<file path="config.mk">
export PLATFORM = sky130hd
export DESIGN_NAME = strop_engine
export DESIGN_NICKNAME = d
export VERILOG_FILES = /design/src/rtl/strop_engine.sv
export SDC_FILE = /design/constraint.sdc
export NUM_CORES = 1
export LEC_CHECK = 0
export ABC_AREA = 0
export BUFFER_PORTS_ARGS = -buffer_cell sky130_fd_sc_hd__buf_2
export CORE_ASPECT_RATIO = 0.7
export CORE_MARGIN = 2
export CORE_UTILIZATION = 40
export CTS_BUF_LIST = sky130_fd_sc_hd__clkbuf_4 sky130_fd_sc_hd__clkbuf_8
export DETAILED_ROUTE_END_ITERATION = 8
export GPL_TIMING_DRIVEN = 0
export PLACE_DENSITY = 0.69
export SYNTH_ARGS = -nofsm -noshare
export SYNTH_HDL_FRONTEND = slang
export SYNTH_SLANG_ARGS = --single-unit
export TNS_END_PERCENT = 1
</file>
<file path="constraint.sdc">
create_clock -name clk -period 3.5 [get_ports clk]
set_input_delay 0.35 -clock clk [delete_from_list [all_inputs] [get_ports clk]]
set_output_delay 0.35 -clock clk [all_outputs]
set_load 0.02 [all_outputs]
</file>
<file path="src/rtl/strop_engine.sv">
module strop_engine #(
  parameter int OFF_W  = 16,
  parameter int PA_W   = 20,
  parameter int BYTE_W = 8
) (
  input  logic                  clk,
  input  logic                  rst_n,
  input  logic                  start,
  input  logic [2:0]            op,
  input  logic                  wide,
  input  logic                  dir_dn,
  input  logic [1:0]            rep_kind,
  input  logic [2*BYTE_W-1:0]   acc_in,
  input  logic [OFF_W-1:0]      src_off_in,
  input  logic [OFF_W-1:0]      dst_off_in,
  input  logic [OFF_W-1:0]      dseg_in,
  input  logic [OFF_W-1:0]      eseg_in,
  input  logic [OFF_W-1:0]      cnt_in,
  output logic [PA_W-1:0]       mem_addr,
  output logic                  mem_rd,
  output logic                  mem_wr,
  output logic [BYTE_W-1:0]     mem_wdata,
  input  logic [BYTE_W-1:0]     mem_rdata,
  output logic [2*BYTE_W-1:0]   acc,
  output logic [OFF_W-1:0]      src_off,
  output logic [OFF_W-1:0]      dst_off,
  output logic [OFF_W-1:0]      cnt,
  output logic                  cf,
  output logic                  zf,
  output logic                  sf,
  output logic                  busy,
  output logic                  done
);
  localparam int WORD_W = 2 * BYTE_W;
  localparam int SHIFT  = PA_W - OFF_W;
  localparam logic [2:0] OP_MOVE  = 3'd0;
  localparam logic [2:0] OP_CMP   = 3'd1;
  localparam logic [2:0] OP_SCAN  = 3'd2;
  localparam logic [2:0] OP_LOAD  = 3'd3;
  localparam logic [2:0] OP_STORE = 3'd4;

  typedef enum logic [2:0] {
    S_IDLE, S_CHECK, S_RSRC, S_RDST, S_WDST, S_LAST, S_STEP, S_DONE
  } st_t;

  st_t               st, first_st;
  logic [2:0]        op_q;
  logic              wide_q, dir_q, bsel;
  logic [1:0]        rep_q;
  logic [OFF_W-1:0]  dseg_q, eseg_q;
  logic [WORD_W-1:0] sbuf, dbuf, lhs, rhs, mask;
  logic [OFF_W-1:0]  step, src_nxt, dst_nxt, src_b, dst_b;
  logic [PA_W-1:0]   src_lin, dst_lin;
  logic              is_cmp, use_src, use_dst, eq, lt, more_byte, stop_zf;

  assign src_b   = src_off + OFF_W'(bsel);
  assign dst_b   = dst_off + OFF_W'(bsel);
  assign src_lin = (PA_W'(dseg_q) << SHIFT) + PA_W'(src_b);
  assign dst_lin = (PA_W'(eseg_q) << SHIFT) + PA_W'(dst_b);

  assign mem_addr  = (st == S_RSRC) ? src_lin : dst_lin;
  assign mem_rd    = (st == S_RSRC) || (st == S_RDST);
  assign mem_wr    = (st == S_WDST);
  assign mem_wdata = (op_q == OP_MOVE) ? mem_rdata
                   : (bsel ? acc[WORD_W-1:BYTE_W] : acc[BYTE_W-1:0]);

  assign is_cmp  = (op_q == OP_CMP) || (op_q == OP_SCAN);
  assign use_src = (op_q == OP_MOVE) || (op_q == OP_CMP) || (op_q == OP_LOAD);
  assign use_dst = (op_q == OP_MOVE) || (op_q == OP_CMP) ||
                   (op_q == OP_SCAN) || (op_q == OP_STORE);

  assign mask    = wide_q ? {WORD_W{1'b1}} : {{BYTE_W{1'b0}}, {BYTE_W{1'b1}}};
  assign lhs     = ((op_q == OP_CMP) ? sbuf : acc) & mask;
  assign rhs     = dbuf & mask;
  assign eq      = (lhs == rhs);
  assign lt      = (lhs < rhs);
  assign stop_zf = is_cmp && ((rep_q == 2'd2) ? eq : !eq);

  assign step    = wide_q ? OFF_W'(2) : OFF_W'(1);
  assign src_nxt = dir_q ? src_off - step : src_off + step;
  assign dst_nxt = dir_q ? dst_off - step : dst_off + step;

  assign more_byte = wide_q && !bsel;
  assign busy      = (st != S_IDLE);
  assign done      = (st == S_DONE);

  always_comb begin
    case (op_q)
      OP_SCAN:  first_st = S_RDST;
      OP_STORE: first_st = S_WDST;
      default:  first_st = S_RSRC;
    endcase
  end

  always_ff @(posedge clk or negedge rst_n) begin
    if (!rst_n) begin
      st      <= S_IDLE;
      op_q    <= '0;
      wide_q  <= 1'b0;
      dir_q   <= 1'b0;
      rep_q   <= '0;
      dseg_q  <= '0;
      eseg_q  <= '0;
      bsel    <= 1'b0;
      sbuf    <= '0;
      dbuf    <= '0;
      acc     <= '0;
      src_off <= '0;
      dst_off <= '0;
      cnt     <= '0;
      cf      <= 1'b0;
      zf      <= 1'b0;
      sf      <= 1'b0;
    end else begin
      case (st)
        S_IDLE: if (start) begin
          op_q    <= op;
          wide_q  <= wide;
          dir_q   <= dir_dn;
          rep_q   <= rep_kind;
          dseg_q  <= dseg_in;
          eseg_q  <= eseg_in;
          acc     <= acc_in;
          src_off <= src_off_in;
          dst_off <= dst_off_in;
          cnt     <= cnt_in;
          st      <= S_CHECK;
        end
        S_CHECK: begin
          bsel <= 1'b0;
          if (op_q > OP_STORE)                   st <= S_DONE;
          else if (rep_q != 2'd0 && cnt == '0)   st <= S_DONE;
          else                                   st <= first_st;
        end
        S_RSRC: begin
          case (op_q)
            OP_MOVE: st <= S_WDST;
            OP_CMP:  st <= S_RDST;
            default: st <= S_LAST;
          endcase
        end
        S_RDST: begin
          if (op_q == OP_CMP) begin
            if (bsel) sbuf[WORD_W-1:BYTE_W] <= mem_rdata;
            else      sbuf[BYTE_W-1:0]      <= mem_rdata;
          end
          st <= S_LAST;
        end
        S_WDST: begin
          if (more_byte) begin bsel <= 1'b1; st <= first_st; end
          else st <= S_STEP;
        end
        S_LAST: begin
          if (op_q == OP_LOAD) begin
            if (bsel) sbuf[WORD_W-1:BYTE_W] <= mem_rdata;
            else      sbuf[BYTE_W-1:0]      <= mem_rdata;
          end else begin
            if (bsel) dbuf[WORD_W-1:BYTE_W] <= mem_rdata;
            else      dbuf[BYTE_W-1:0]      <= mem_rdata;
          end
          if (more_byte) begin bsel <= 1'b1; st <= first_st; end
          else st <= S_STEP;
        end
        S_STEP: begin
          if (is_cmp) begin
            cf <= lt;
            zf <= eq;
            sf <= lt;
          end
          if (op_q == OP_LOAD)
            acc <= wide_q ? sbuf : {acc[WORD_W-1:BYTE_W], sbuf[BYTE_W-1:0]};
          if (use_src) src_off <= src_nxt;
          if (use_dst) dst_off <= dst_nxt;
          if (rep_q != 2'd0) cnt <= cnt - OFF_W'(1);
          st <= (rep_q == 2'd0 || stop_zf) ? S_DONE : S_CHECK;
        end
        S_DONE:  st <= S_IDLE;
        default: st <= S_IDLE;
      endcase
    end
  end
endmodule

</file>
# Yosys cells after proc, flatten, opt, wreduce, memory -nomap -nowiden
# Index checks and enable logic that the tools add are counted.
# totals
output_inout_bits,99
register_bits,141
wordCells,125
# op_classes
muxes,37
n_eq_ne,22
add_sub_neg,9
n_reduce_logical,33
n_bitwise,4
order_cmp,2
# op_table
cell,n
two-way mux 16 bit,15
case mux 16 bit (2 select lines),5
adder 20 x 16 -> 20 bit,2
adder 16 x 1 -> 16 bit,2
adder 16 x 2 -> 16 bit,2
AND 16 bit,2
two-way mux 8 bit,4
subtractor 16 x 2 -> 16 bit,2
case mux 3 bit (7 select lines),1
AND reduction 3 bit,7
two-way mux 20 bit,1
== test 16 bit,1
zero test 16 bit,1
less-than comparator 16 bit,1
"subtractor 16 x 1 -> 16 bit, second input constant",1
"== test 3 bit, second input constant",5
two-way mux 3 bit,5
"inequality test 2 bit, second input constant",7
"== test 3 x 2 -> 1 bit, second input constant",4
case mux 3 bit (2 select lines),2
nonzero test 2 bit,4
logical OR 1 bit,7
"== test 3 x 1 -> 1 bit, second input constant",2
zero test 3 bit,2
other kinds (14),22

# Longest topological paths before layout
# Gate-level depths: netlist of the first run.
# depth
depth_word,10
mapped_depth,15

# Worst setup path before layout of the first run
# No wires, ideal clock.
# synth_timing
path_type,register to output
startpoint,register dst_off[0]
endpoint,output port mem_addr[12]
slack_ns,-0.053
t_arrival_ns,3.203
stages_incl_launch_ff,14
path_buffers,0
path_cell_list,dfrtp_1 -> ha_1 -> ha_1 -> and3_1 -> nand3_1 -> or3_1 -> xnor2_1 -> ha_1 -> or3_1 -> o21ai_0 -> inv_1 -> a21oi_1 -> xor2_1 -> o21ai_0
# synth_via
elab_chain_len,3
# synth_rtl
element,line,source
"start, declared",26,"output logic [OFF_W-1:0] dst_off,"
"start signal, assigned",125,dst_off <= dst_off_in;
"start signal, assigned",173,if (use_dst) dst_off <= dst_nxt;
adder 16 x 1 -> 16 bit,57,assign dst_b = dst_off + OFF_W'(bsel);
adder 20 x 16 -> 20 bit,59,assign dst_lin = (PA_W'(eseg_q) << SHIFT) + PA_W'(dst_b);
two-way mux 20 bit,61,assign mem_addr = (st == S_RSRC) ? src_lin : dst_lin;
"end, declared",19,"output logic [PA_W-1:0] mem_addr,"
# No other way between the ends.

# Worst setup path after layout of the first run
# layout_timing
startpoint,register dst_off[0]
endpoint,output port mem_addr[17]
# Same word-level chain as after synthesis.

==> summary.md, run 1 <==
The endpoint class of the critical path is an output port. The tightest min-delay check is of the input port to flip-flop type. The starting utilization of the core area was 0.403; the first-pass GRT wire length was 55000 microns. After synthesis, the mean cell area works out to 8.54 sq um. For the cell area after layout, the log shows 12900 sq um.

The die boundary width came out at 196 microns. The remaining number of nets flagged by the antenna check after routing came out at 0. Clock-pin slew was measured on the worst setup and hold paths at 0.08 ns. The die covers 27000 sq um.

For the worst setup path, the data required time is 3.15 ns. The slew at the pin closest to its max-slew limit is 1.11 ns, and the cell area after synthesis is 10300 sq um. The logs give 0 for the total count of max-transition violations in the final report and 2395 for the fill cell total of the finished layout. The time the worst path needs with I/O delays and setup came out at 3.97 ns. The tree is rooted in a sky130_fd_sc_hd__clkbuf_8. The tools report the count of pins on the block boundary as 213. Detailed routing inserted a total of 10400 vias. In this run, distinct cell masters in the synthesized netlist total 64.

Kind of launch point of the worst setup path: a flip-flop. In the post-synthesis netlist, the biggest area contributors are sky130_fd_sc_hd__dfrtp_1 (34%), sky130_fd_sc_hd__ha_1 (9.1%), sky130_fd_sc_hd__mux2_2 (7.1%). HPWL after detailed placement: 27000 microns. The number of synthesized register bits is 141. The maximum clock rate came out at 252 MHz. The sink count of the clock tree was 141. The start-to-end type of the worst setup path is flip-flop to output port.

TritonCTS built the clock tree. Number of rows in the core area: 49. The fraction of synthesis flops using an asynchronous set or reset pin was 1.00; the final worst clock skew was 0.0241 ns. In the synthesized netlist, the number of instances is 1204.

The number of global-route vias before repair was 9498; the signal arrival time at the worst endpoint was 3.62 ns. The most used cell along the critical path was sky130_fd_sc_hd__ha_4. The critical path goes through ha_4 -> ha_4 -> and3_4 -> nand3_4 -> or3_4 -> xnor2_4 -> ha_4 -> and3_4 -> o21a_1 -> o21ai_2 -> nand2_2 -> o221ai_2 -> xor2_1 -> mux2i_1 -> buf_4. The relative max-transition margin came out at 0.254. The number of buffers on the longest clock path is 2, and the overflow left after global routing is 0.

The most frequent cell after synthesis was sky130_fd_sc_hd__nand2_1. Setup violations remaining at the end of the flow were counted as 12. The fraction of layout instances using a drive strength above 1 is 0.292, and the number of enable flip-flop cells after synthesis is 0. For the pin count of the biggest net entering global routing, the log shows 80. After detailed placement, the total cell area comes to 11800 sq um. In this run the worst path has a maximum fanout of 5.

Measured in cells, the most critical reg-to-reg path has a length of 13. Relative to the synthesized area, the layout overhead comes to 25.5%. Cell type with the highest aggregate area in the netlist: sky130_fd_sc_hd__dfrtp_1. For the number of hold-slack violations in the final timing report, the log shows 0. The number of buffers created by CTS is 17.

Among all stages on the critical path, the largest delay is contributed by sky130_fd_sc_hd__or3_4. The later pin in the worst-skew pair is clocked with a latency of 0.47 ns. Setup repair after global routing could not meet its margin everywhere. The region available for standard cell placement spans 25500 sq um. Ranked by instance count, the synthesized netlist is headed by sky130_fd_sc_hd__nand2_1 (166), sky130_fd_sc_hd__dfrtp_1 (141), sky130_fd_sc_hd__nor2_1 (113). The count of buffers inserted at the top-level ports came out at 212.

The capturing element of the worst setup path is mem_addr[17]. The worst register-to-register path begins at op_q[1]. The sequential cell area fraction in the yosys report came out at 0.343.

The height of the die works out to 138 microns. The flow ran to the end, but the final reports show violations. The area fraction of the dominant cell type after synthesis was 0.343; the net count of the mapped netlist was 1397.

The tools report the number of antenna violations at the first check in global routing as 5. In this run the critical register-to-register path is captured at st[2]. The most critical setup path has its startpoint at dst_off[0]. In the synthesized netlist the dominant register cell turns out to be sky130_fd_sc_hd__dfrtp_1. The logs give 0 for the Yosys warning count and 0.02 ns for the flop-to-flop setup slack. The checks that failed: setup timing. For this run, design rule violations remaining after detail routing come to 0. The number of max-cap violations is 0, and the global routing usage summed across all routing layers is 0.263. Routability-driven placement finished with a final weighted congestion of 0.971. The largest single stage delay on the critical path is 0.43 ns.

The detailed-route wire length per cell came out at 20.2 microns. The run gives 36500 microns as the final routed wirelength across all metal layers. The detailed router finished its first iteration with 984 violations.

The part of the cycle the worst path needs was 1.13; the minimum setup slack in the final design was -0.467 ns. The first detailed-routing pass took 6 iterations. The tools report the deepest level of the CTS H-tree as 4. The per-cell via count in the routed design is 5.73.

The number of nets in the finished design came out at 1655.
registers in the layout, summed over array words and instances (netlist names), 16 cells and up:
signal,flops
acc,16
cnt,16
dbuf,16
dseg_q,16
dst_off,16
eseg_q,16
sbuf,16
src_off,16
through the flow:
step	hold slack (ns)	setup TNS, ns	instances	setup WS (ns)	utilization
finish	0.0936	-3.74	1808	-0.467	0.506
global placement	0.459	-22.78	1747	-0.470	0.461
detailed placement	0.415	-5.22	1748	-0.474	0.463
CTS	0.0746	-4.14	1791	-0.446	0.491
floorplan	0.0544	-0.0281	1204	-0.0281	-
global route	0.0843	-5.64	1808	-0.577	0.506
cells by family after synthesis:
| family | Yosys count | synth area share |
|---|---|---|
| simple gates | 429 | 0.192 |
| compound gates | 327 | 0.190 |
| xor+xnor | 65 | 0.0553 |
| buf+inv | 77 | 0.0288 |
| mux | 86 | 0.0916 |
| fa+ha+maj | 79 | 0.0990 |
| flops | 141 | 0.343 |
repair_timing:
item / CTS / global route
resized for setup: 56 / 62
hold buffers: 1 / 0
pin swaps: 21 / 30
buffers inserted: 11 / 14
gates cloned: 0 / 0
endpoints found under the hold margin: 62 / 0
setup endpoints to repair: 32 / 22
cell usage in the layout (no fill, tap or decap), types with 17 or more instances in the layout:
| cell | count |
|---|---|
| sky130_fd_sc_hd__a21o_1 | 23 |
| sky130_fd_sc_hd__a21oi_1 | 98 |
| sky130_fd_sc_hd__a31oi_1 | 23 |
| sky130_fd_sc_hd__and3_1 | 17 |
| sky130_fd_sc_hd__buf_2 | 206 |
| sky130_fd_sc_hd__buf_4 | 33 |
| sky130_fd_sc_hd__clkbuf_1 | 40 |
| sky130_fd_sc_hd__clkbuf_8 | 19 |
| sky130_fd_sc_hd__dfrtp_1 | 131 |
| sky130_fd_sc_hd__ha_1 | 65 |
| sky130_fd_sc_hd__inv_1 | 27 |
| sky130_fd_sc_hd__mux2_2 | 65 |
| sky130_fd_sc_hd__mux2i_1 | 21 |
| sky130_fd_sc_hd__nand2_1 | 164 |
| sky130_fd_sc_hd__nand3_1 | 36 |
| sky130_fd_sc_hd__nor2_1 | 107 |
| sky130_fd_sc_hd__nor3_1 | 20 |
| sky130_fd_sc_hd__o21ai_0 | 74 |
| sky130_fd_sc_hd__xnor2_1 | 31 |
| sky130_fd_sc_hd__xor2_1 | 25 |
cell type report:
type	instances	area (sq um)	area share
Buffer	50	204	0.0158
Sequential cell	141	3540	0.275
Clock buffer	21	277	0.0214
Inverter	27	101	0.00785
Multi-Input combinational cell	986	6880	0.533
Antenna cell	3	7.51	0.000582
Tap cell	331	414	0.0321
Clock inverter	10	164	0.0127
Timing Repair Buffer	239	1320	0.102
worst min path at each step:
| stage | from | end | slack [ns] | depth (start not counted) |
|---|---|---|---|---|
| after floorplan | rst_n | acc[0] | 0.05 | 0 |
| after global placement | zf | zf | 0.46 | 2 |
| after detailed placement | rst_n | dbuf[4] | 0.42 | 1 |
| after CTS | wide | wide_q | 0.07 | 3 |
| after global routing | dseg_in[12] | dseg_q[12] | 0.08 | 2 |
| final | wide | wide_q | 0.09 | 3 |
per-layer routing:
layer / routed length, microns / track usage / up-vias
met5: 24 / 0 / -
met4: 739 / 0.0650 / 4
met3: 3640 / 0.0737 / 59
met2: 14900 / 0.358 / 520
met1: 17200 / 0.403 / 4930
li1: - / - / 4838
worst max-delay path, delay by kind of cell, from the launching register on:
kind	cells	cell delay [ns]
compound gates	3	0.57
buf+inv	1	0.18
fa+ha+maj	3	0.51
mux	1	0.11
xor+xnor	2	0.36
flops	1	0.42
simple gates	5	1.00
Power of run 1 is not shown: default switching activity piles up to over one toggle a cycle in this logic, so the estimate is an artifact.
==> inputs of run 2 (changes only) <==
Settings changed: CORE_ASPECT_RATIO 0.7 to default.
==> summary.md, run 2 (synthesized netlist as in run 1, its figures left out) <==
Count of buffers inserted at the top-level ports: 212. The run gives 0.928 as the weighted congestion at the end of routability-driven global placement. At the pin with the least slew margin, the transition time is 0.907 ns. The part of the cycle the worst path needs was 1.12; the met2 layer usage reported by global route was 0.436.

The number of antenna violations at the first check in global routing was 4. The data required time at the worst endpoint came out at 3.15 ns. Global routing finished with a remaining overflow of 0. The run gives -0.483 ns as the worst slack at placement. In this run the cell area measured after placement is 11800 sq um. The run gives 6 as the first-pass iteration count of the detailed router. The flow ran to the end, but the final reports show violations. Beginning of the critical path: bsel. TritonCTS built the clock tree.

The run gives 0.256 as the global routing usage summed across all routing layers. The critical-path cell with the highest stage delay was sky130_fd_sc_hd__dfrtp_2. Across all layers, the routed design uses 10200 vias. The checks that failed: setup timing. The tools report the relative max-transition margin as 0.396. The die is 164 microns tall.

Final hold analysis gives a worst-case slack of 0.0966 ns. The number of hold-slack violations in the final timing report is 0, and the highest net fanout along the worst path is 4. Clock-pin slew on the worst setup and hold paths: 0.10 ns.

In this run the critical register-to-register path is launched from op_q[0]. For this run, the top clock speed supported by timing is 254 MHz. The beginning of the worst hold path was wide. For the final standard cell utilization of the core, the log shows 0.507. Endpoint class of the critical path: an output port. The largest single stage delay on the critical path is 0.48 ns. The number of remaining DRC errors is 0. The first routing iteration left 1000 violations.

After floorplanning, the core was divided into 58 placement rows. The core region is 25200 sq um. The run gives 89 as the pin count of the biggest net entering global routing.

The remaining number of nets flagged by the antenna check after routing came out at 0. The HPWL after detailed placement was 26200 microns; the per-cell via count in the routed design was 5.71. The logs give 35300 microns for the final routed wirelength across all metal layers and -0.432 ns for the minimum setup slack in the final design. The area growth from synthesis to layout is 24.1%. The die covers 27000 sq um. The cell at the root of the clock tree was sky130_fd_sc_hd__clkbuf_8. The clock drives 141 sinks. Counting both buffers and inverters, the worst setup path holds a total of 2. The die is 164 microns wide. The final layout contains 1642 nets.

Setup repair after global routing could not meet its margin everywhere. The worst setup path is launched from a flip-flop. Met1 track demand over resource in global routing: 0.325. In this run the deepest clock path goes through 2 buffers. Leaving out fill and tap cells, the most frequent cell in the layout is sky130_fd_sc_hd__buf_2. Walking the worst path, the cells encountered are buf_12 -> ha_4 -> ha_2 -> and3_4 -> nand2_1 -> xnor2_1 -> ha_2 -> o21ai_0 -> o21ai_2 -> nand2_1 -> o21ai_2 -> nor4_2 -> a211oi_1 -> and3_1 -> buf_2.

Total count of max-transition violations in the final report: 0. In this run the most used layer during global routing was met2. After detailed routing, the average wire length per cell comes to 19.7 microns.

The run gives 0.0482 as the fraction of met3 tracks used by global routing. For the number of global-route vias before repair, the log shows 9683. The classification of the worst-slack hold path is input port to flip-flop. The number of max-cap violations came out at 0. In the layout the commonest cells are sky130_fd_sc_hd__buf_2 (207), sky130_fd_sc_hd__nand2_1 (163), sky130_fd_sc_hd__dfrtp_1 (135). The number of endpoints failing setup at the final stage is 12, and the cell area after layout is 12800 sq um. The run gives 17 as the number of buffers created by CTS. Start-to-end type of the worst setup path: flip-flop to output port.

The final worst clock skew is 0.0184 ns. For the worst setup path, the data arrival time is 3.58 ns. Clock latency on the worst-skew pair, taken at its later pin, is 0.47 ns. The starting utilization of the core area came out at 0.409.

The first global-routing pass estimated 52900 microns of wire. The count of pins on the block boundary is 213, and the fraction of layout instances using a drive strength above 1 is 0.279. The critical path's top delay family is compound AO/OA/AOI/OAI gates.

The H-tree was split into 4 levels. Counting I/O delays and the setup requirement, the final critical path takes 3.93 ns.
run 2: final cells by class:
cell class | instances | area [sq um]
Tap cell | 330 | 413
Inverter | 27 | 101
Timing Repair Buffer | 226 | 1250
Buffer | 50 | 208
Antenna cell | 2 | 5.00
Sequential cell | 141 | 3540
Fill cell | 2411 | 12400
Multi-Input combinational cell | 986 | 6790
Clock buffer | 17 | 234
Clock inverter | 15 | 223
run 2: final timing paths:
kind / end / cells past startpoint / slack, ns
hold / removal: wide_q / 3 / 0.1
max in group asynchronous: zf / 4 / 2.41
min in group asynchronous: eseg_q[8] / 3 / 0.45
hold reg to reg: zf / 2 / 0.49
setup reg to reg: st[2] / 14 / 0.18
setup / recovery: mem_addr[18] / 15 / -0.43
run 2: per-stage QoR:
| step | TNS (ns) | instances |
|---|---|---|
| floorplan | -0.0281 | 1204 |
| global placement | -21.59 | 1746 |
| detailed placement | -3.60 | 1748 |
| CTS | -4.07 | 1786 |
| global route | -5.67 | 1792 |
| finish | -4.16 | 1794 |
run 2: repair_timing:
action	in CTS	in global routing
setup endpoints to repair	28	24
hold buffers	1	0
pin swaps	21	31
buffers inserted	5	6
endpoints found under the hold margin	87	0
gates resized for setup	60	48
run 2: routing by layer:
metal / share of wire / routed length, microns
met5: 0.00074 / 26
met4: 0.029 / 1030
met3: 0.073 / 2560
met2: 0.48 / 16900
met1: 0.42 / 14800
run 2: worst reg2reg max path, delay by kind of cell (launching register included):
family          cells  cell delay [ns]
compound gates      2             0.28
fa+ha+maj           1             0.19
buf+inv             3             0.59
flops               1             0.34
simple gates        8             1.79
Power of run 2 is left out for the same reason.
==> inputs of run 3 (changes only) <==
Settings changed: BUFFER_PORTS_ARGS -buffer_cell sky130_fd_sc_hd__buf_2 to default, DONT_BUFFER_PORTS from default to 1, PLACE_DENSITY 0.69 to 0.62.
==> summary.md, run 3 (synthesized netlist as in run 1, its figures left out) <==
The deepest level of the CTS H-tree is 4. The logs give 0.0277 ns for the final worst clock skew and 52600 microns for the first-pass GRT wire length. Routability-driven placement finished with a final weighted congestion of 0.946. The run finished, with violations left. Max-cap violations in this run came to 0. The run gives 0 as the total count of max-transition violations in the final report.

For the worst setup path, the data arrival time is 3.59 ns. Leaving out filler cells and counting taps, the final layout contains 1638. Counting cells, the worst reg-to-reg path comes to 13.

For this run, the detailed router's first-pass iteration total came to 5. For the remaining number of nets flagged by the antenna check after routing, the log shows 0. The area of the placeable core is 25200 sq um. The data required time at the worst endpoint came out at 3.15 ns. For this block, the initial DRC count from the detailed router was 728. The time the worst path needs with I/O delays and setup came out at 3.94 ns.

The die boundary width works out to 164 microns. For the worst-skew pair, the clock arrives at the later sink with an insertion delay of 0.50 ns. The worst setup path is captured at an output port. The checks that failed: hold timing, setup timing.

Relative to the synthesized area, the layout overhead comes to 19.3%. The number of endpoints failing setup at the final stage was 12; the global routing usage summed across all routing layers was 0.256. The slew at the pin closest to its max-slew limit was 0.987 ns. Per-cell via count in the routed design: 5.85.

The number of hold-slack violations in the final timing report came out at 141. The top cell types in the final layout, fill and taps aside, are sky130_fd_sc_hd__nand2_1 (161), sky130_fd_sc_hd__dfrtp_1 (129), sky130_fd_sc_hd__nor2_1 (107). The part of the cycle the worst path needs came out at 1.13.

For the final standard cell utilization of the core, the log shows 0.487. After detailed placement, the design holds a cell count of 1534. Derived from the worst setup path, the maximum achievable clock frequency is 254 MHz.

The start-to-end type of the worst setup path is flip-flop to output port. The fraction of layout instances using a drive strength above 1 is 0.175, and the overflow left after global routing is 0. The height of the die was 164 microns; the number of remaining DRC errors was 0. The tools report the number of antenna violations at the first check in global routing as 4. The capture instance of the worst register-to-register path is st[2]. Setup repair after global routing could not meet its margin everywhere. TritonCTS built the clock tree. In this run the core area contains 58 standard-cell rows. The wire-length estimate of the detail-placed layout is 25500 microns. The startpoint identified for the worst register-to-register timing path is op_q[0].

For the number of vias after detailed routing, the log shows 9586. The logs give 0.409 for the starting utilization of the core area and 0.18 ns for the flop-to-flop setup slack. The run gives 27000 sq um as the floorplan die area. The highest net fanout along the worst path was 4.

Clock-pin slew on the worst setup and hold paths: 0.11 ns. The relative max-transition margin is 0.339. The most common library cell in the layout ignoring fill and taps is sky130_fd_sc_hd__nand2_1. The detailed-route wire length per cell came out at 21.4 microns.

The path class of the tightest hold or removal check is input port to asynchronous set/reset pin. The cell at the root of the clock tree is sky130_fd_sc_hd__clkbuf_8. The worst setup path is launched from a flip-flop. The number of global-route vias before repair is 9420. The tools report the sink count of the clock tree as 141. Minimum setup slack in the final design: -0.441 ns.

During placement, the flow inserted port buffers numbering 0. Entering global routing, the biggest net connects 142 pins. Worst slack on hold paths: -0.450 ns. 213 I/O pins were placed. Counting the fill cells in the layout gives 2406.

The logs give 1486 for the number of nets in the finished design and 17 for the number of buffers created by CTS. The number of buffers on the longest clock path is 2. The final routed wirelength across all metal layers came out at 35100 microns.
## run 3: cell types whose count changed in the layout (fill, tap and decap cells not counted), sizes merged
| cell | delta |
|---|---|
| clkinv | +4 |
| clkbuf | -1 |
| buf | -205 |
| dlygate4sd3 | +50 |
| bufinv | -3 |
| inv | -1 |
## run 3: timing repair
action                                  4_1_cts  5_1_grt
hold buffers                                 49        2
buffers inserted                             11        9
resized for setup                            93       40
pin swaps                                    29       32
gates cloned                                  0        0
hold endpoints to repair                    213      143
endpoints found under the setup margin       34       23
## run 3: metrics by stage
step,instance area [sq um],hold WS [ns],worst slack [ns],TNS (ns)
after global placement,10700,0.0643,-0.575,-7.73
after detailed placement,10700,0.0644,-0.614,-8.38
after CTS,12000,-0.476,-0.438,-3.72
final,12300,-0.450,-0.441,-3.81
after global routing,12300,-0.483,-0.570,-5.30
after floorplan,10300,0.0544,-0.0281,-0.0281
## run 3: critical path, stage by stage, from the launching register on
cell and delay [ns]:
sky130_fd_sc_hd__dfrtp_2 0.53, sky130_fd_sc_hd__ha_4 0.21, sky130_fd_sc_hd__ha_4 0.13, sky130_fd_sc_hd__and3_4 0.19, sky130_fd_sc_hd__nand3_4 0.10, sky130_fd_sc_hd__or3_4 0.36, sky130_fd_sc_hd__xnor2_1 0.14, sky130_fd_sc_hd__ha_2 0.39
sky130_fd_sc_hd__nor2_1 0.06, sky130_fd_sc_hd__nor2_2 0.14, sky130_fd_sc_hd__o2111ai_2 0.17, sky130_fd_sc_hd__a31oi_1 0.25, sky130_fd_sc_hd__xor2_1 0.17, sky130_fd_sc_hd__nand2_1 0.11, sky130_fd_sc_hd__o21ai_4 0.15
## run 3: layout make-up
class                           instances  area (sq um)  share of cell area
Clock inverter                         15           206              0.0168
Inverter                               27           101             0.00826
Antenna cell                            2          5.00            0.000408
Multi-Input combinational cell        986          6890               0.562
Tap cell                              330           413              0.0336
Buffer                                 49           210              0.0171
Sequential cell                       141          3550               0.289
Timing Repair Buffer                   71           661              0.0538
Clock buffer                           17           234              0.0191
## run 3: worst max path at each step
stage | start | endpoint | slack [ns] | depth (start not counted)
2_1_floorplan | src_off[0] | mem_addr[16] | -0.03 | 13
3_3_place_gp | src_off[0] | mem_addr[16] | -0.57 | 13
3_5_place_dp | src_off[0] | mem_addr[16] | -0.61 | 13
4_1_cts | dst_off[0] | mem_addr[17] | -0.44 | 15
5_1_grt | dst_off[0] | mem_addr[16] | -0.57 | 14
6_report | dst_off[0] | mem_addr[16] | -0.44 | 14
## run 3: routing by layer
metal | wire length (microns) | GRT usage | vias up
li1 | - | - | 4507
met1 | 13800 | 0.302 | 4665
met2 | 17100 | 0.441 | 351
met3 | 3200 | 0.0831 | 59
met4 | 908 | 0.0858 | 4
met5 | 26 | 0 | -
Power of run 3 is left out for the same reason.
